===== src/rtl/vic_pkg.sv =====
// Package: shared constants and the control-register layout for the
// vectored interrupt controller. Assumes byte addressing of 32-bit words.
package vic_pkg;

    // Register offsets (byte addresses)
    localparam logic [7:0] OFS_CTL  = 8'h00;
    localparam logic [7:0] OFS_RAW  = 8'h04;
    localparam logic [7:0] OFS_SET  = 8'h08;
    localparam logic [7:0] OFS_CLR  = 8'h0C;
    localparam logic [7:0] OFS_MASK = 8'h10;
    localparam logic [7:0] OFS_VEC  = 8'h14;
    localparam logic [7:0] OFS_SOFT = 8'h18;
    localparam logic [7:0] OFS_EOI  = 8'h1C;

    // Width of the pulse-length field and of the whole control word
    localparam int LEN_W = 16;
    localparam int CTL_W = LEN_W + 3;

    // Control word: packed so that en is bit 0, pol bit 1, emu bit 2
    typedef struct packed {
        logic [LEN_W-1:0] plen;
        logic             emu;
        logic             pol;
        logic             en;
    } ctl_t;

endpackage


===== src/rtl/vic_src_detect.sv =====
// Module: per-line request detection. Each line is either edge sensitive
// (rising or falling) or level sensitive, chosen by parameter bits.
// Assumes request lines are already synchronous to clk.
module vic_src_detect #(
    parameter int                   NUM_SRC  = 32,
    parameter logic [NUM_SRC-1:0]   EDGE_SEL = '0,
    parameter logic [NUM_SRC-1:0]   RISE_SEL = '1
) (
    input  logic               clk,
    input  logic               rst_n,
    input  logic [NUM_SRC-1:0] src_i,
    output logic [NUM_SRC-1:0] hit_o
);

    for (genvar g = 0; g < NUM_SRC; g++) begin : g_line
        if (EDGE_SEL[g]) begin : g_edge
            logic prev_q;

            // Remember last cycle's level; start from the idle level
            always_ff @(posedge clk) begin
                if (!rst_n) prev_q <= ~RISE_SEL[g];
                else        prev_q <= src_i[g];
            end

            if (RISE_SEL[g]) begin : g_rise
                assign hit_o[g] = src_i[g] & ~prev_q;
            end else begin : g_fall
                assign hit_o[g] = ~src_i[g] & prev_q;
            end
        end else begin : g_level
            assign hit_o[g] = (src_i[g] == RISE_SEL[g]);
        end
    end

endmodule


===== src/rtl/vic_regs.sv =====
// Module: register file, vector table, pending and mask state.
// Decodes the bus, keeps the pending set (hardware and software set,
// end-of-interrupt clear, set wins), the mask (write-one set/clear) and
// the frozen vector register. Assumes one bus write per cycle at most.
module vic_regs
    import vic_pkg::*;
#(
    parameter int NUM_SRC = 32,
    parameter int ADDR_W  = 8,
    parameter int DATA_W  = 32,
    localparam int IDX_W  = $clog2(NUM_SRC)
) (
    input  logic               clk,
    input  logic               rst_n,
    input  logic               bus_wr_i,
    input  logic [ADDR_W-1:0]  bus_addr_i,
    input  logic [DATA_W-1:0]  bus_wdata_i,
    output logic [DATA_W-1:0]  bus_rdata_o,
    input  logic [NUM_SRC-1:0] hw_hit_i,
    input  logic               serving_i,
    input  logic [IDX_W-1:0]   cur_id_i,
    input  logic               capture_i,
    input  logic [IDX_W-1:0]   win_id_i,
    output ctl_t               ctl_o,
    output logic [NUM_SRC-1:0] pending_o,
    output logic [NUM_SRC-1:0] mask_o,
    output logic [DATA_W-1:0]  vec_o,
    output logic               eoi_wr_o
);

    logic [DATA_W-1:0]  table_q [NUM_SRC];
    ctl_t               ctl_q;
    logic [NUM_SRC-1:0] pend_q;
    logic [NUM_SRC-1:0] mask_q;
    logic [DATA_W-1:0]  vec_q;

    logic               wr_ctl, wr_set, wr_clr, wr_soft, tbl_sel;
    logic [IDX_W-1:0]   tbl_idx;
    logic [NUM_SRC-1:0] wbits, soft_hit, eoi_clr;

    // Address decode for each writable location
    assign wr_ctl   = bus_wr_i && (bus_addr_i == ADDR_W'(OFS_CTL));
    assign wr_set   = bus_wr_i && (bus_addr_i == ADDR_W'(OFS_SET));
    assign wr_clr   = bus_wr_i && (bus_addr_i == ADDR_W'(OFS_CLR));
    assign wr_soft  = bus_wr_i && (bus_addr_i == ADDR_W'(OFS_SOFT));
    assign eoi_wr_o = bus_wr_i && (bus_addr_i == ADDR_W'(OFS_EOI));
    assign tbl_sel  = bus_addr_i[ADDR_W-1];
    assign tbl_idx  = bus_addr_i[IDX_W+1:2];
    assign wbits    = bus_wdata_i[NUM_SRC-1:0];

    // Software requests and the acknowledge of the line in service
    assign soft_hit = wr_soft ? wbits : '0;
    assign eoi_clr  = (eoi_wr_o && serving_i) ? (NUM_SRC'(1) << cur_id_i) : '0;

    // Control word storage
    always_ff @(posedge clk) begin
        if (!rst_n)      ctl_q <= '0;
        else if (wr_ctl) ctl_q <= ctl_t'(bus_wdata_i[CTL_W-1:0]);
    end

    // Mask: write-one-to-set at one offset, write-one-to-clear at another
    always_ff @(posedge clk) begin
        if (!rst_n)      mask_q <= '0;
        else if (wr_set) mask_q <= mask_q | wbits;
        else if (wr_clr) mask_q <= mask_q & ~wbits;
    end

    // Pending set: acknowledge clears, any new request sets (set wins)
    always_ff @(posedge clk) begin
        if (!rst_n) pend_q <= '0;
        else        pend_q <= (pend_q & ~eoi_clr) | hw_hit_i | soft_hit;
    end

    // Vector table, one word per line
    for (genvar i = 0; i < NUM_SRC; i++) begin : g_tbl
        // Store a table word when its address is written
        always_ff @(posedge clk) begin
            if (!rst_n)
                table_q[i] <= '0;
            else if (bus_wr_i && tbl_sel && (tbl_idx == IDX_W'(i)))
                table_q[i] <= bus_wdata_i;
        end
    end

    // Vector register: loaded on capture, cleared by acknowledge
    always_ff @(posedge clk) begin
        if (!rst_n)                     vec_q <= '0;
        else if (capture_i)             vec_q <= table_q[win_id_i];
        else if (eoi_wr_o && serving_i) vec_q <= '0;
    end

    // Read multiplexer
    always_comb begin
        bus_rdata_o = '0;
        if (tbl_sel) begin
            bus_rdata_o = table_q[tbl_idx];
        end else begin
            case (bus_addr_i)
                ADDR_W'(OFS_CTL):  bus_rdata_o = {{(DATA_W-CTL_W){1'b0}}, ctl_q};
                ADDR_W'(OFS_RAW):  bus_rdata_o = DATA_W'(pend_q);
                ADDR_W'(OFS_MASK): bus_rdata_o = DATA_W'(mask_q);
                ADDR_W'(OFS_VEC):  bus_rdata_o = vec_q;
                default:           bus_rdata_o = '0;
            endcase
        end
    end

    assign ctl_o     = ctl_q;
    assign pending_o = pend_q;
    assign mask_o    = mask_q;
    assign vec_o     = vec_q;

endmodule


===== src/rtl/vic_arbiter.sv =====
// Module: fixed-priority arbiter with a single service slot. When idle
// and enabled it takes the lowest-numbered requesting line and holds it
// until an end-of-interrupt write. Assumes req_i is pending AND mask.
module vic_arbiter #(
    parameter int  NUM_SRC = 32,
    localparam int IDX_W   = $clog2(NUM_SRC)
) (
    input  logic               clk,
    input  logic               rst_n,
    input  logic               glob_en_i,
    input  logic [NUM_SRC-1:0] req_i,
    input  logic               eoi_wr_i,
    output logic               serving_o,
    output logic [IDX_W-1:0]   cur_id_o,
    output logic               capture_o,
    output logic [IDX_W-1:0]   win_id_o
);

    logic             serving_q;
    logic [IDX_W-1:0] cur_q;
    logic             found;

    // Lowest-numbered requesting line wins
    always_comb begin
        found    = 1'b0;
        win_id_o = '0;
        for (int i = 0; i < NUM_SRC; i++) begin
            if (!found && req_i[i]) begin
                found    = 1'b1;
                win_id_o = IDX_W'(i);
            end
        end
    end

    assign capture_o = !serving_q && glob_en_i && found;

    // Service slot: fill on capture, empty on acknowledge
    always_ff @(posedge clk) begin
        if (!rst_n) begin
            serving_q <= 1'b0;
            cur_q     <= '0;
        end else if (capture_o) begin
            serving_q <= 1'b1;
            cur_q     <= win_id_o;
        end else if (eoi_wr_i && serving_q) begin
            serving_q <= 1'b0;
        end
    end

    assign serving_o = serving_q;
    assign cur_id_o  = cur_q;

endmodule


===== src/rtl/vic_out_shaper.sv =====
// Module: host line shaping. Level mode follows any unmasked pending
// line; pulse mode emits one pulse of plen cycles (0 counts as 1) per
// capture. Polarity inverts the result; disabled means inactive.
module vic_out_shaper #(
    parameter int PULSE_W = 16
) (
    input  logic               clk,
    input  logic               rst_n,
    input  logic               en_i,
    input  logic               pol_i,
    input  logic               emu_i,
    input  logic [PULSE_W-1:0] plen_i,
    input  logic               any_req_i,
    input  logic               capture_i,
    output logic               irq_o
);

    logic [PULSE_W-1:0] cnt_q;
    logic               active;

    // Pulse timer: load on capture in pulse mode, then count down
    always_ff @(posedge clk) begin
        if (!rst_n)
            cnt_q <= '0;
        else if (capture_i && emu_i)
            cnt_q <= (plen_i == '0) ? PULSE_W'(1) : plen_i;
        else if (cnt_q != '0)
            cnt_q <= cnt_q - PULSE_W'(1);
    end

    // Active condition for the selected mode, then polarity
    always_comb begin
        active = en_i && (emu_i ? (cnt_q != '0) : any_req_i);
        irq_o  = active ^ pol_i;
    end

endmodule


===== src/rtl/vec_irq_ctrl.sv =====
// Module: top of the vectored interrupt controller. Ties together the
// request detectors, the register file, the arbiter and the output
// shaper. Assumes a synchronous single-clock register bus.
module vec_irq_ctrl
    import vic_pkg::*;
#(
    parameter int                 NUM_SRC  = 32,
    parameter int                 ADDR_W   = 8,
    parameter int                 DATA_W   = 32,
    parameter logic [NUM_SRC-1:0] SRC_EDGE = '0,
    parameter logic [NUM_SRC-1:0] SRC_RISE = '1,
    localparam int                IDX_W    = $clog2(NUM_SRC)
) (
    input  logic               clk,
    input  logic               rst_n,
    input  logic [NUM_SRC-1:0] irq_src_i,
    input  logic               bus_wr_i,
    input  logic [ADDR_W-1:0]  bus_addr_i,
    input  logic [DATA_W-1:0]  bus_wdata_i,
    output logic [DATA_W-1:0]  bus_rdata_o,
    output logic               irq_o
);

    logic [NUM_SRC-1:0] hw_hit, pending, mask;
    ctl_t               ctl_q;
    logic [DATA_W-1:0]  vec_q;
    logic               eoi_wr, serving, capture;
    logic [IDX_W-1:0]   cur_id, win_id;

    vic_src_detect #(
        .NUM_SRC  (NUM_SRC),
        .EDGE_SEL (SRC_EDGE),
        .RISE_SEL (SRC_RISE)
    ) u_detect (
        .clk   (clk),
        .rst_n (rst_n),
        .src_i (irq_src_i),
        .hit_o (hw_hit)
    );

    vic_regs #(
        .NUM_SRC (NUM_SRC),
        .ADDR_W  (ADDR_W),
        .DATA_W  (DATA_W)
    ) u_regs (
        .clk         (clk),
        .rst_n       (rst_n),
        .bus_wr_i    (bus_wr_i),
        .bus_addr_i  (bus_addr_i),
        .bus_wdata_i (bus_wdata_i),
        .bus_rdata_o (bus_rdata_o),
        .hw_hit_i    (hw_hit),
        .serving_i   (serving),
        .cur_id_i    (cur_id),
        .capture_i   (capture),
        .win_id_i    (win_id),
        .ctl_o       (ctl_q),
        .pending_o   (pending),
        .mask_o      (mask),
        .vec_o       (vec_q),
        .eoi_wr_o    (eoi_wr)
    );

    vic_arbiter #(
        .NUM_SRC (NUM_SRC)
    ) u_arb (
        .clk       (clk),
        .rst_n     (rst_n),
        .glob_en_i (ctl_q.en),
        .req_i     (pending & mask),
        .eoi_wr_i  (eoi_wr),
        .serving_o (serving),
        .cur_id_o  (cur_id),
        .capture_o (capture),
        .win_id_o  (win_id)
    );

    vic_out_shaper #(
        .PULSE_W (LEN_W)
    ) u_out (
        .clk       (clk),
        .rst_n     (rst_n),
        .en_i      (ctl_q.en),
        .pol_i     (ctl_q.pol),
        .emu_i     (ctl_q.emu),
        .plen_i    (ctl_q.plen),
        .any_req_i (|(pending & mask)),
        .capture_i (capture),
        .irq_o     (irq_o)
    );

endmodule


===== config.mk =====
export PLATFORM = sky130hd
export DESIGN_NAME = vec_irq_ctrl
export DESIGN_NICKNAME = d
export VERILOG_FILES = /design/src/rtl/vic_pkg.sv /design/src/rtl/vic_src_detect.sv /design/src/rtl/vic_regs.sv /design/src/rtl/vic_arbiter.sv /design/src/rtl/vic_out_shaper.sv /design/src/rtl/vec_irq_ctrl.sv
export SDC_FILE = /design/constraint.sdc
export NUM_CORES = 2
export LEC_CHECK = 0
export BUFFER_PORTS_ARGS = -buffer_cell sky130_fd_sc_hd__clkbuf_2
export CAP_MARGIN = 25
export CELL_PAD_IN_SITES_DETAIL_PLACEMENT = 0
export CELL_PAD_IN_SITES_GLOBAL_PLACEMENT = 1
export CORE_MARGIN = 8
export CORE_UTILIZATION = 57
export CTS_CLUSTER_SIZE = 12
export DETAILED_ROUTE_END_ITERATION = 8
export PLACE_DENSITY = 0.84
export SYNTH_ARGS = -nofsm -noshare
export SYNTH_HDL_FRONTEND = slang
export SYNTH_SLANG_ARGS = --single-unit

===== constraint.sdc =====
create_clock -name clk -period 13.6 [get_ports clk]
set_input_delay 2.72 -clock clk [delete_from_list [all_inputs] [get_ports clk]]
set_output_delay 2.72 -clock clk [all_outputs]
set_load 0.02 [all_outputs]

## Yosys cells after proc, flatten, opt, wreduce, memory -nomap -nowiden

Memory sizes are Yosys's and may differ from the RTL's.
Cells that the tools add are included.
Widths: inputs -> output; s select.

| cells by class | value |
|---|---|
| $add $sub $neg | 1 |
| multipliers | 0 |
| divide/modulo/power cells | 0 |
| magnitude comparators | 0 |
| equal/unequal tests | 38 |
| shifts and indexed selects | 1 |
| multiplexer cells | 206 |
| bitwise gates (word level) | 41 |
| reductions and logical operators | 114 |

Operators with widths:

| cell | count |
|---|---|
| $mux 32 | 39 |
| $mux 1 | 133 |
| $pmux 32 s4 | 1 |
| $and 32x32->32 | 3 |
| $or 32x32->32 | 3 |
| $eq 5x5->1 const B | 16 |
| $mux 5 | 16 |
| $logic_and 1x1->1 | 74 |
| $not 32->32 | 2 |
| $mux 16 | 3 |
| $eq 5x4->1 const B | 8 |
| $eq 8x5->1 const B | 4 |
| $logic_not 1->1 | 32 |
| $mux 4 | 8 |
| $or 1x1->1 | 32 |
| $reduce_or 32->1 | 1 |
| $shl 1x5->32 const A | 1 |
| $eq 5x3->1 const B | 4 |
| $eq 8x4->1 const B | 2 |
| $logic_not 16->1 | 1 |
| $reduce_bool 16->1 | 1 |
| $sub 16x1->16 const B | 1 |
| $mux 3 | 4 |
| $eq 5x2->1 const B | 2 |
| other kinds (7) | 10 |

| word-level totals | value |
|---|---|
| flip-flop bits (word level) | 137 |
| latch bits | 0 |
| bits in writable memories | 1024 |
| ROM bits | 0 |
| input bits | 75 |
| output and inout bits | 33 |
| logic and storage cells | 412 |
| memories kept | 1 |

Memories:

| name | words | width | rd ports | clocked after memory_dff | wr ports | RTL line | text |
|---|---|---|---|---|---|---|---|
| u_regs.table_q | 32 | 32 | 2 | 0 | 32 | vic_regs.sv:31 | `logic [DATA_W-1:0] table_q [NUM_SRC];` |

## Depth between registers and ports, before layout

| depth | value |
|---|---|
| word-level depth | 98 |
| gate-level depth with buffers | 13 |
| gate-level depth less buffers | 9 |

## By module

A second synthesis with hierarchy kept.

| second synthesis, totals | value |
|---|---|
| cells, all modules | 4531 |
| area, all modules | 61870.6 um^2 |

By module, submodules not included:

| module | times used | cells an instance | area each (um^2) | sequential area each (um^2) |
|---|---|---|---|---|
| vic_regs | 1 | 4231 | 59668.5 | 33051.7 |
| vic_out_shaper | 1 | 123 | 972.2 | 320.3 |
| vic_arbiter | 1 | 100 | 691.9 | 120.1 |
| vec_irq_ctrl | 1 | 45 | 297.8 | 0.0 |
| vic_src_detect | 1 | 32 | 240.2 | 0.0 |

## Worst setup path after synthesis

No wires, ideal clock.

| timing | value |
|---|---|
| path type | input port to output port |
| start | input port bus_addr_i[2] |
| end | output port bus_rdata_o[19] |
| data arrival time | 5350 ps |
| data required time | 10880 ps |
| path slack | 5530 ps |
| stages | 8 |
| path buffers | 3 |
| path through | clkbuf_1 buf_1 buf_1 mux4_2 mux4_2 mux2_2 nand2_1 nand2_1 |

| between the ends | value |
|---|---|
| longest elaborated chain between the ends | 3 |
| elaborated cells on any way between the ends | 7 |
| those cells by class | eq/ne: 3; mux: 2; reduce/logical: 1; memory: 1 |

RTL lines:

| item | RTL line | text |
|---|---|---|
| start, declared | vec_irq_ctrl.sv:18 | `input logic [ADDR_W-1:0] bus_addr_i,` |
| parallel branches: the longest is 2 deep, another holds $mem_v2 32x32 | - |  |
| $mux 32 * | vic_regs.sv:95 | `if (tbl_sel) begin` |
| end, declared | vec_irq_ctrl.sv:20 | `output logic [DATA_W-1:0] bus_rdata_o,` |

Every way passes the cells marked *.

## Worst setup path in the final report

| timing | value |
|---|---|
| start | input port bus_addr_i[2] |
| end | output port bus_rdata_o[18] |

The elaborated chain is that of the path after synthesis.

==> impl_metrics.csv <==
group,metric,value,unit
global_routing,overflow,0,
sta,min_period,9.17,ns
logic_synthesis,synth_fp_nets,4891,
logic_synthesis,synth_top_area_share,50.0,%
finish,syn_to_final_growth,9.80,%
sta,drv_slew,0,
drt,via_count,44940,
run,maxCapViolations,0,
setup_path,worstPathRequired,10.88,ns
sta,worst_pin_slew,1.20,ns
logic_synthesis,synth_seq_cells,1161,
cts,cts_tree,"built",
setup_path,critPathLaunchType,"primary input",
power_and_ir_drop,ir_drop,0.144,mV
drt,wl_per_cell,36.5,um
hold_path,hold_class,"reg -> reg",
power_and_ir_drop,pwr_density_cell,124,nW/um^2
drt,totalWireLength,227000,um
floorplanning,fp.coreArea,107000,sq um
floorplanning,io_pins,108,
logic_synthesis,synth_edf_count,1024,
sta,fin_crit_sh,67.4,%
finish,final_util,63.0,%
sta,max-slew-margin-rel,20.1,%
logic_synthesis,async_reset_ff_share,0,%
logic_synthesis,syn_inst,4815,
global_routing,track_usage,37.6,%
global_routing,antenna_found_initial,15,
logic_synthesis,ys_seq_area_share,54.5,%
global_routing,grt_max_degree,147,
drt,dr.pass1.iters,9,
sta,rsz0062_at_grt,"false",
floorplanning,dieHeight,344,um
placement,io_buffers,107,
cts,worstSkewPairLatency,0.75,ns
global_routing,grt_pass1_wl,315000,um
logic_synthesis,synth_top_area_cell,"edfxtp_1",
drt,drtIter0Drc,8009,
sta,max_freq,109,MHz
drt,drc,0,
cts,ctsLongestPathBuffers,3,
global_routing,grt_pass1_vias,42638,
floorplanning,rows,120,
setup_path,endpoint_kind,"output pin",
power_and_ir_drop,p_leak,22.8,nW
sta,final-hold-violation-count,0,
cts,htreeDepth,3,
floorplanning,die_x,344,um
sta,setup_slack,4.43,ns
placement,dp_hpwl,131000,um
placement,pre_cts_slack,4.44,ns
logic_synthesis,syn_avg_cell_area,12.8,sq um
sta,tns,0,ns
setup_path,arrival,6.45,ns
cts,cts-buffers-inserted,121,
drt,viasPerCell,7.22,
finish,post_route_cells_drive_above_1_share,19.5,%
cts,postCtsHoldBufs,0,
floorplanning,start_util,57.4,%
sta,setup_viol,0,
logic_synthesis,synth.distinct_cells,71,
cts,cts.sinks,1161,
setup_path,critPathKind,"in -> out",
floorplanning,fp.dieArea,119000,sq um
sta,hold_ws,0.472,ns
run_status,outcome,"finished clean",
sta,clock_skew,0.0300,ns
logic_synthesis,ys.flop_type,"edfxtp_1",
drt,ant_nets,0,
logic_synthesis,synth.most_common_cell,"and2_1",
cts,clkSlewWorstSetupHoldPaths,0.06,ns
cts,clockRootBuffer,"clkbuf_16",
logic_synthesis,synth_common_cells,"and2_1 (1046), edfxtp_1 (1024), nand2_1 (446)",
logic_synthesis,yosysWarnings,0,
setup_path,regToRegSetupSlack,6.87,ns
placement,gp_congestion,1.01,
finish,final_nets,4783,
logic_synthesis,synth.area.top_cells,"edfxtp_1 (50%), mux4_2 (14%), and2_1 (11%)",
cts,post_cts_resized,0,
setup_path,critPathMaxFanout,94,
cts,cts_setup_buffers,0,
logic_synthesis,synthesis.area,61500,sq um
-- worst max-delay path, cell delays in order --
cell	delay, ns
buf_8	0.57
buf_12	0.56
mux4_2	0.59
mux4_2	0.55
mux2_2	0.31
nand2_1	0.07
nand3_1	0.36
clkbuf_2	0.28
-- final cells by class --
cell class                 count  area [sq um]
fill                        8138         39600
sequential                  1161         33500
multi-input combinational   3162         26500
clock buffer                 186          3540
tap                         1403          1760
timing repair buffer         248          1690
clock inverter                40           388
inverter                      13          50.0
antenna                       10          25.0
-- kinds of logic (layout without fill, tap and decap cells) --
logic type / count (synthesis) / count (layout) / share of synthesized area (%)
buffers and inverters: 492 / 487 / 3.47
adder cells (fa/ha/maj): 1 / 1 / 0.0204
other: 0 / 10 / 0
flip-flops: 1161 / 1161 / 54.5
XOR/XNOR: 13 / 13 / 0.185
multiplexers: 654 / 654 / 18.5
AND/OR/NAND/NOR: 1799 / 1799 / 16.0
AO/OA/AOI/OAI: 695 / 695 / 7.37
-- path summary, 6_finish.rpt --
kind                            depth (start not counted)            startpoint               to
worst min register to register                          2       u_out.cnt_q[14]  u_out.cnt_q[14]
worst max-delay path                                    8         bus_addr_i[2]  bus_rdata_o[18]
worst min-delay path                                    2       u_out.cnt_q[14]  u_out.cnt_q[14]
worst max register to register                         10  u_regs.pending_o[10]  u_regs.vec_o[1]
-- registers in the layout, indices dropped and copies added (netlist names), named ones only --
signal and cells:
u_regs.vec_o 32, u_regs.table_q 1024, u_out.cnt_q 16, u_arb.serving_o 1, u_regs.pending_o 32, u_arb.cur_id_o 5, u_regs.ctl_o 19
-- through the flow --
stage	total power, W	area, sq um	std cells
final	0.00836	67500	6223
after global routing	0.00854	67500	6214
after CTS	0.00833	67400	6211
after detailed placement	0.00509	63500	5985
after global placement	0.00507	63500	5982
after floorplan	0.00477	61500	4815
-- layout by cell type, fill, tap and decap left out, drive strengths merged, types with 38 or more instances in the layout --
cell       n
mux2      38
edfxtp  1024
o22ai     59
buf      145
dfxtp    137
nor2      94
and2    1046
nand2    446
a22oi     91
o21ai    127
clkbuf   289
nand3    100
a21oi    208
mux4     380
mux2i    236
-- power breakdown --
group          total (W)  switching (W)  internal [W]
Sequential       0.00418       0.000116       0.00407
Combinational   0.000871       0.000532      0.000339
Clock            0.00331        0.00141       0.00189
Total            0.00836        0.00206       0.00630
-- routing by layer --
metal / global-route usage, % / wire [um] / part of all wire, %
met4: 24.5 / 18400 / 8.1
met5: 0.833 / 197 / 0.087
met3: 12.2 / 34100 / 15
met1: 49.5 / 79400 / 35
met2: 53.5 / 95000 / 42
Note: power is estimated with default switching activity, not from simulation.
